### src/rtl/srbc_pkg.sv
package srbc_pkg;

  // falling edge seen between two consecutive samples
  function automatic logic is_fall(input logic prev_s, input logic cur_s);
    return prev_s & ~cur_s;
  endfunction

  // a toggling stage that currently holds 1 produces a 1->0 transition
  function automatic logic stage_falls(input logic tog, input logic cur_q, input logic clr);
    return tog & cur_q & ~clr;
  endfunction

endpackage

### src/rtl/srbc_edge.sv
module srbc_edge #(
  parameter int SYNC_STAGES = 2
) (
  input  logic clk,
  input  logic rst_n,
  input  logic din,
  output logic fall_o
);
  logic [SYNC_STAGES-1:0] sync_q;
  logic                   prev_q;

  always_ff @(posedge clk or negedge rst_n) begin
    if (!rst_n) begin
      sync_q <= '0;
      prev_q <= 1'b0;
    end else begin
      sync_q[0] <= din;
      for (int i = 1; i < SYNC_STAGES; i++) sync_q[i] <= sync_q[i-1];
      prev_q <= sync_q[SYNC_STAGES-1];
    end
  end

  assign fall_o = srbc_pkg::is_fall(prev_q, sync_q[SYNC_STAGES-1]);
endmodule

### src/rtl/srbc_stage.sv
module srbc_stage (
  input  logic clk,
  input  logic rst_n,
  input  logic clr,
  input  logic tog,
  output logic q_o,
  output logic fall_o
);
  always_ff @(posedge clk or negedge rst_n) begin
    if (!rst_n)   q_o <= 1'b0;
    else if (clr) q_o <= 1'b0;
    else if (tog) q_o <= ~q_o;
  end

  assign fall_o = srbc_pkg::stage_falls(tog, q_o, clr);
endmodule

### src/rtl/split_ripple_counter.sv
module split_ripple_counter #(
  parameter int HI_STAGES   = 3,
  parameter int SYNC_STAGES = 2
) (
  input  logic                 clk,
  input  logic                 rst_n,
  input  logic                 count_a,
  input  logic                 count_b,
  input  logic                 clr_a,
  input  logic                 clr_b,
  input  logic                 cascade_en,
  output logic [HI_STAGES:0]   q
);
  localparam int W = HI_STAGES + 1;

  logic             a_fall;
  logic             b_ext_fall;
  logic             b_evt;
  logic             clr_both;
  logic [W-1:0]     state;
  logic [W-1:0]     stage_fall;

  assign clr_both = clr_a & clr_b;

  srbc_edge #(.SYNC_STAGES(SYNC_STAGES)) edge_a_i (
    .clk(clk), .rst_n(rst_n), .din(count_a), .fall_o(a_fall)
  );
  srbc_edge #(.SYNC_STAGES(SYNC_STAGES)) edge_b_i (
    .clk(clk), .rst_n(rst_n), .din(count_b), .fall_o(b_ext_fall)
  );

  // divide-by-two section
  srbc_stage lo_i (
    .clk(clk), .rst_n(rst_n), .clr(clr_both), .tog(a_fall),
    .q_o(state[0]), .fall_o(stage_fall[0])
  );

  // clock source of the high section
  assign b_evt = cascade_en ? stage_fall[0] : b_ext_fall;

  // high section: ripple chain, each stage clocked by the fall of the one below
  for (genvar g = 1; g < W; g++) begin : g_hi
    logic tog_in;
    if (g == 1) begin : g_first
      assign tog_in = b_evt;
    end else begin : g_next
      assign tog_in = stage_fall[g-1];
    end
    srbc_stage hi_i (
      .clk(clk), .rst_n(rst_n), .clr(clr_both), .tog(tog_in),
      .q_o(state[g]), .fall_o(stage_fall[g])
    );
  end

  // clear acts on the outputs without waiting for a clock edge
  assign q = clr_both ? '0 : state;
endmodule

### config.mk
export PLATFORM = sky130hd
export DESIGN_NAME = split_ripple_counter
export DESIGN_NICKNAME = d
export VERILOG_FILES = /design/src/rtl/srbc_pkg.sv /design/src/rtl/srbc_edge.sv /design/src/rtl/srbc_stage.sv /design/src/rtl/split_ripple_counter.sv
export SDC_FILE = /design/constraint.sdc
export NUM_CORES = 1
export LEC_CHECK = 0
export ABC_CLOCK_PERIOD_IN_PS = 1410
export BUFFER_PORTS_ARGS = -buffer_cell sky130_fd_sc_hd__buf_4
export CAP_MARGIN = 20
export CORE_AREA = 2 2 39 41
export DETAILED_ROUTE_END_ITERATION = 12
export DIE_AREA = 0 0 41 43
export GPL_TIMING_DRIVEN = 0
export PLACE_DENSITY = 0.51
export SLEW_MARGIN = 10
export SYNTH_ARGS = -nofsm -noshare
export SYNTH_HDL_FRONTEND = slang
export SYNTH_SLANG_ARGS = --single-unit
### constraint.sdc
create_clock -name clk -period 1.41 [get_ports clk]
set_input_delay 0.141 -clock clk [delete_from_list [all_inputs] [get_ports clk]]
set_output_delay 0.141 -clock clk [all_outputs]
set_load 0.005 [all_outputs]
==> results of run 1 <==
logic make-up (layout without fill, tap and decap cells):
kind of cell	Yosys count	after routing	synth area share
AO/OA/AOI/OAI	8	8	0.181
XOR/XNOR	2	2	0.0438
flip-flops	10	10	0.625
buffers and inverters	1	18	0.00937
AND/OR/NAND/NOR	8	8	0.141
layer usage:
metal,global-route usage,part of all wire,vias up
met5,0,0,-
met4,0.0800,0,0
met3,0.0471,0.077,0
met2,0.131,0.50,9
met1,0.108,0.42,139
li1,-,-,135
cell usage after synthesis:
| cell | count |
|---|---|
| inv_1 | 1 |
| o21ai_0 | 1 |
| and2_1 | 3 |
| and3_2 | 1 |
| dfrtp_1 | 10 |
| and2b_1 | 1 |
| a21oi_1 | 3 |
| a21boi_1 | 1 |
| nor3b_2 | 1 |
| xnor2_1 | 2 |
| a311o_1 | 1 |
| a21boi_4 | 1 |
| a32oi_2 | 1 |
| or3_1 | 1 |
| nand2_1 | 1 |
metrics by stage:
step	area [sq um]	power, W	setup WS (ns)
floorplan	400	0.000389	0.174
global placement	495	0.000439	0.101
detailed placement	495	0.000443	0.0519
CTS	562	0.000703	0.0393
global route	563	0.000738	0.00610
finish	563	0.000688	0.0839
registers in the layout (all words and copies together), names as in the netlist:
name,cells
g_hi.hi_i.q_o,3
edge_a_i.sync_q,2
edge_b_i.sync_q,2
edge_a_i.prev_q,1
edge_b_i.prev_q,1
lo_i.q_o,1
area by class of cell:
cell class / instances / area [sq um] / area share
clock buffers: 4 / 36.3 / 0.0644
inverters: 1 / 3.75 / 0.00667
multi-input cells: 18 / 148 / 0.262
flip-flops and latches: 10 / 250 / 0.444
well taps: 16 / 20.0 / 0.0356
repair buffers: 13 / 105 / 0.187
report_power, final:
part / internal, W / switching (W) / total (W)
sequential: 0.000312 / 0.0000134 / 0.000326
clock: 0.000156 / 0.0000893 / 0.000246
combinational: 0.0000702 / 0.0000469 / 0.000117
total: 0.000539 / 0.000150 / 0.000688
worst max-delay path: cells and delay by family, from the launching register on:
family / cells / cell delay [ns]
and+or+nand+nor: 2 / 0.58
AOI/OAI and AO/OA: 2 / 0.31
DFF: 1 / 0.37
worst max path at each step:
| stage | slack, ns | from | cells after the start | endpoint |
|---|---|---|---|---|
| after floorplan | 0.17 | edge_a_i.sync_q[1] | 4 | g_hi[3].hi_i.q_o |
| after global placement | 0.10 | edge_a_i.sync_q[1] | 4 | g_hi[3].hi_i.q_o |
| after detailed placement | 0.05 | edge_a_i.sync_q[1] | 4 | g_hi[3].hi_i.q_o |
| after CTS | 0.04 | edge_a_i.sync_q[1] | 4 | g_hi[3].hi_i.q_o |
| after global routing | 0.006 | edge_a_i.sync_q[1] | 4 | g_hi[3].hi_i.q_o |
| final | 0.08 | edge_a_i.sync_q[1] | 4 | g_hi[3].hi_i.q_o |
what timing repair did:
action | 4_1_cts | 5_1_grt
resized for setup | 0 | 1
endpoints found under the setup margin | 0 | 1
endpoints found under the hold margin | 12 | 0
hold buffers | 3 | 0
==> run_results.csv, run 1 <==
group,metric,value,unit
die,core-area,0.00138,sq mm
finish,drive_gt1_frac,0.413,
timing,rsz0062_at_grt,"no",
synth,ys_warn_count,0,
timing,hold_slack,0.103,ns
worst_hold_path,hp-class,"primary input to flip-flop",
setup_path,arrival,1.51,ns
setup_path,rrSetupSlack,0.08,ns
global_routing,antenna_found_initial,0,
synth,syn_inst,29,
setup_path,reg2reg_to,"g_hi[3].hi_i.q_o",
power_and_ir_drop,p_leak,0.262,nW
timing,tightestPinTransition,0.247,ns
finish,nets,54,
synth,postSynthAreaPerCell,13.8,sq um
worst_hold_path,hold_start,"clr_b",
setup_path,worstPathMaxFanout,4,
clocking,post_cts_buffers,0,
clocking,numCtsBuffers,3,
route,drt_iter0_drc,6,
global_routing,grt_max_degree,11,
worst_hold_path,min_to,"lo_i.q_o",
route,ant_nets,0,
clocking,cts.clk_slew.worst_paths,0.06,ns
setup_path,required,1.59,ns
timing,post-route-min-period,1.33,ns
die,die_area,0.00176,sq mm
power_and_ir_drop,irDropWorstVdd,0.549,mV
setup_path,slowest_delay,0.37,ns
finish,n_antenna_cell,0,
clocking,cts_tree,"built",
finish,instances_no_fill,62,
timing,fin_skew,0.00256,ns
clocking,clk_latency,0.25,ns
die,start_util,0.289,
global_routing,grt_usage,0.0967,
timing,max_freq,754,MHz
synth,synth_cell_types,15,
power_and_ir_drop,p_per_area,1220,mW/mm^2
synth,syn-cell-area,400,sq um
timing,setup_violations,0,
timing,fin_crit_sh,0.940,
timing,drv_slew,0,
timing,setup-tns-final,0,ns
route,drc,0,
setup_path,critPathSlowestCell,"dfrtp_1",
setup_path,crit_chain,"and2b_2 -> a32oi_2 -> or3_1 -> a21boi_1",
setup_path,worst_setup_path_end_kind,"flip-flop",
die,fp.dieW,41,um
synth,synth_fp_nets,36,
placement,place_inst,55,
status,status,"finished clean",
die,die_h,43,um
finish,area_delta_synth_final,40.6,%
global_routing,grt_pass1_wl,1060,um
synth,ys_seq_elements,10,
placement,place.gp.congestion,0.688,
clocking,cts_buffer_depth,2,
synth,synth_area_leaders,"dfrtp_1, a21boi_4, and2_1, xnor2_1, a32oi_2",
route,first_pass_iters,4,
setup_path,start_kind,"flip-flop",
die,row_count,14,
setup_path,reg2reg_depth,4,
placement,portBuffers,10,
timing,finalHoldViolCount,0,
setup_path,path_class,"flip-flop to flip-flop",
clocking,clock-root-buffer,"clkbuf_4",
setup_path,rr_startpoint,"edge_a_i.sync_q[1]",
clocking,h-tree-depth,1,
finish,utilization,0.407,
route,via_count,283,
worst_hold_path,holdPathStages,2,
synth,seq_area_frac_synth,0.625,
global_routing,grt_remaining_overflow,0,
finish,layout_common_cells,"dfrtp_1, buf_4",
finish,layout.filler_cells,146,
run,max_cap_violations,0,
synth,synth_top_area_share,0.625,
timing,relSlewSlack,0.835,
clocking,cts_sinks,10,
route,drt_wl_total,624,um
synth,synth_area_leader_cell,"dfrtp_1",
die,io_pins,11,
route,via_per_inst,4.56,
global_routing,grt_pass1_vias,263,
route,wl_per_cell,10.1,um
Note: power is estimated with default switching activity, not from simulation.
==> run 2, diff against run 1 <==
--- a/config.mk
+++ b/config.mk
@@ -6,13 +6,13 @@
 export NUM_CORES = 1
 export LEC_CHECK = 0
 export ABC_CLOCK_PERIOD_IN_PS = 1410
-export BUFFER_PORTS_ARGS = -buffer_cell sky130_fd_sc_hd__buf_4
 export CAP_MARGIN = 20
 export CORE_AREA = 2 2 39 41
 export DETAILED_ROUTE_END_ITERATION = 12
 export DIE_AREA = 0 0 41 43
+export DONT_BUFFER_PORTS = 1
 export GPL_TIMING_DRIVEN = 0
-export PLACE_DENSITY = 0.51
+export PLACE_DENSITY = 0.44
 export SLEW_MARGIN = 10
 export SYNTH_ARGS = -nofsm -noshare
 export SYNTH_HDL_FRONTEND = slang
==> run_results.csv, run 2 (synthesized netlist as in run 1, its figures left out) <==
group,metric,value,unit
die,io_pins,11,
setup_path,worst_setup_path_end_kind,"flip-flop",
die,start_util,0.289,
placement,place.gp.congestion,0.632,
global_routing,antenna_found_initial,0,
timing,drv_slew,0,
timing,fin_crit_sh,0.937,
die,core-area,0.00138,sq mm
placement,place_ws,0.0535,ns
clocking,post_cts_buffers,0,
route,drt_wl_total,612,um
power_and_ir_drop,p_leak,0.213,nW
route,drc,0,
route,via_per_inst,4.58,
setup_path,slowest_delay,0.37,ns
clocking,cts.clk_slew.worst_paths,0.06,ns
finish,nets,46,
timing,tightestPinTransition,0.422,ns
finish,layout_commonest_cell,"dfrtp_1",
finish,ff_latch_area,250,sq um
global_routing,grt_remaining_overflow,0,
setup_path,start_kind,"flip-flop",
die,row_count,14,
global_routing,grt_max_degree,11,
die,fp.dieW,41,um
timing,hold_slack,0.135,ns
timing,fin_skew,0.00318,ns
setup_path,critPathSlowestCell,"dfrtp_1",
setup_path,path_class,"flip-flop to flip-flop",
die,die_area,0.00176,sq mm
finish,drive_gt1_frac,0.216,
route,ant_nets,0,
finish,reg.largest.list,"g_hi.hi_i.q_o x3, edge_a_i.sync_q x2, edge_b_i.sync_q x2",
route,wl_per_cell,11.5,um
timing,setup_violations,0,
timing,post-route-min-period,1.32,ns
power_and_ir_drop,p_total,0.000588,W
finish,largest_register,"g_hi.hi_i.q_o",
setup_path,worstPathMaxFanout,4,
route,first_pass_iters,4,
setup_path,required,1.59,ns
placement,portBuffers,0,
setup_path,crit_chain,"and2b_2 -> a32oi_2 -> or3_1 -> a21boi_1",
clocking,cts_buffer_depth,2,
clocking,numCtsBuffers,3,
clocking,h-tree-depth,1,
timing,finalWorstSetupSlack,0.0884,ns
global_routing,grt_pass1_vias,243,
finish,layout.filler_cells,142,
setup_path,path_buf_inv,0,
clocking,cts_tree,"built",
setup_path,critical-path-top-delay-family,"simple AND/OR/NAND/NOR gates",
power_and_ir_drop,irDropWorstVdd,0.448,mV
route,drt_iter0_drc,1,
finish,n_antenna_cell,0,
finish,multi_input_area,148,sq um
global_routing,grt_pass1_wl,993,um
clocking,clk_latency,0.25,ns
timing,finalHoldViolCount,0,
run,max_cap_violations,0,
power_and_ir_drop,p_per_area,1190,mW/mm^2
route,via_count,243,
status,status,"finished clean",
timing,relSlewSlack,0.718,
timing,setup-tns-final,0,ns
clocking,cts_sinks,10,
global_routing,grt_usage,0.0966,
finish,layout_common_cells,"dfrtp_1, dlygate4sd3_1, and2_1, a21oi_1, clkbuf_4",
timing,rsz0062_at_grt,"no",
finish,area_delta_synth_final,23.4,%
setup_path,arrival,1.50,ns
worst_hold_path,hp-class,"primary input to flip-flop",
finish,largest_reg_flops,3,
timing,max_freq,757,MHz
clocking,clock-root-buffer,"clkbuf_4",
die,die_h,43,um
-- run 2: changes by cell type in the layout (fill, tap and decap cells not counted) --
cell | before | now
buf_4 | 10 | 0
dlygate4sd3_1 | 3 | 5
clkbuf_8 | 1 | 0
-- run 2: through the flow --
| stage | cells | cell area, sq um | utilization |
|---|---|---|---|
| floorplan | 29 | 400 | - |
| global placement | 45 | 420 | 0.304 |
| detailed placement | 45 | 420 | 0.304 |
| CTS | 53 | 493 | 0.356 |
| global route | 53 | 494 | 0.357 |
| finish | 53 | 494 | 0.357 |
-- run 2: layer usage --
metal  share of wire  wire [um]  track usage  vias up
li1                -          -            -      120
met1            0.40        247        0.101      111
met2            0.46        283        0.119       10
met3            0.11         69       0.0785        2
met4           0.020         12       0.0800        0
met5               0          0            0        -
-- run 2: timing repair --
action	CTS	global route
hold buffers	5	0
hold endpoints to repair	14	0
gates resized for setup	0	1
endpoints found under the setup margin	0	1
-- run 2: cell type report --
| class | count | area share |
|---|---|---|
| repair buffers | 5 | 0.101 |
| multi-input cells | 18 | 0.299 |
| flip-flops and latches | 10 | 0.506 |
| inverters | 1 | 0.00759 |
| well taps | 16 | 0.0405 |
| clock buffers | 3 | 0.0456 |
-- run 2: worst paths after layout --
check / from / to / slack (ns) / cells after the start
hold / removal: clr_b / g_hi[3].hi_i.q_o / 0.14 / 2
min in group asynchronous: rst_n / g_hi[3].hi_i.q_o / 0.26 / 1
setup / recovery: edge_a_i.sync_q[1] / g_hi[3].hi_i.q_o / 0.09 / 4
hold reg to reg: edge_b_i.sync_q[0] / edge_b_i.sync_q[1] / 0.34 / 0
setup reg to reg: edge_a_i.sync_q[1] / g_hi[3].hi_i.q_o / 0.09 / 4
max in group asynchronous: rst_n / lo_i.q_o / 0.86 / 1
-- run 2: report_power, final --
part	total [W]	switching (W)	internal (W)	leakage, nW
combinational	0.0000863	0.0000383	0.0000481	0.0764
clock	0.000176	0.0000786	0.0000975	0.0138
sequential	0.000326	0.0000133	0.000312	0.123
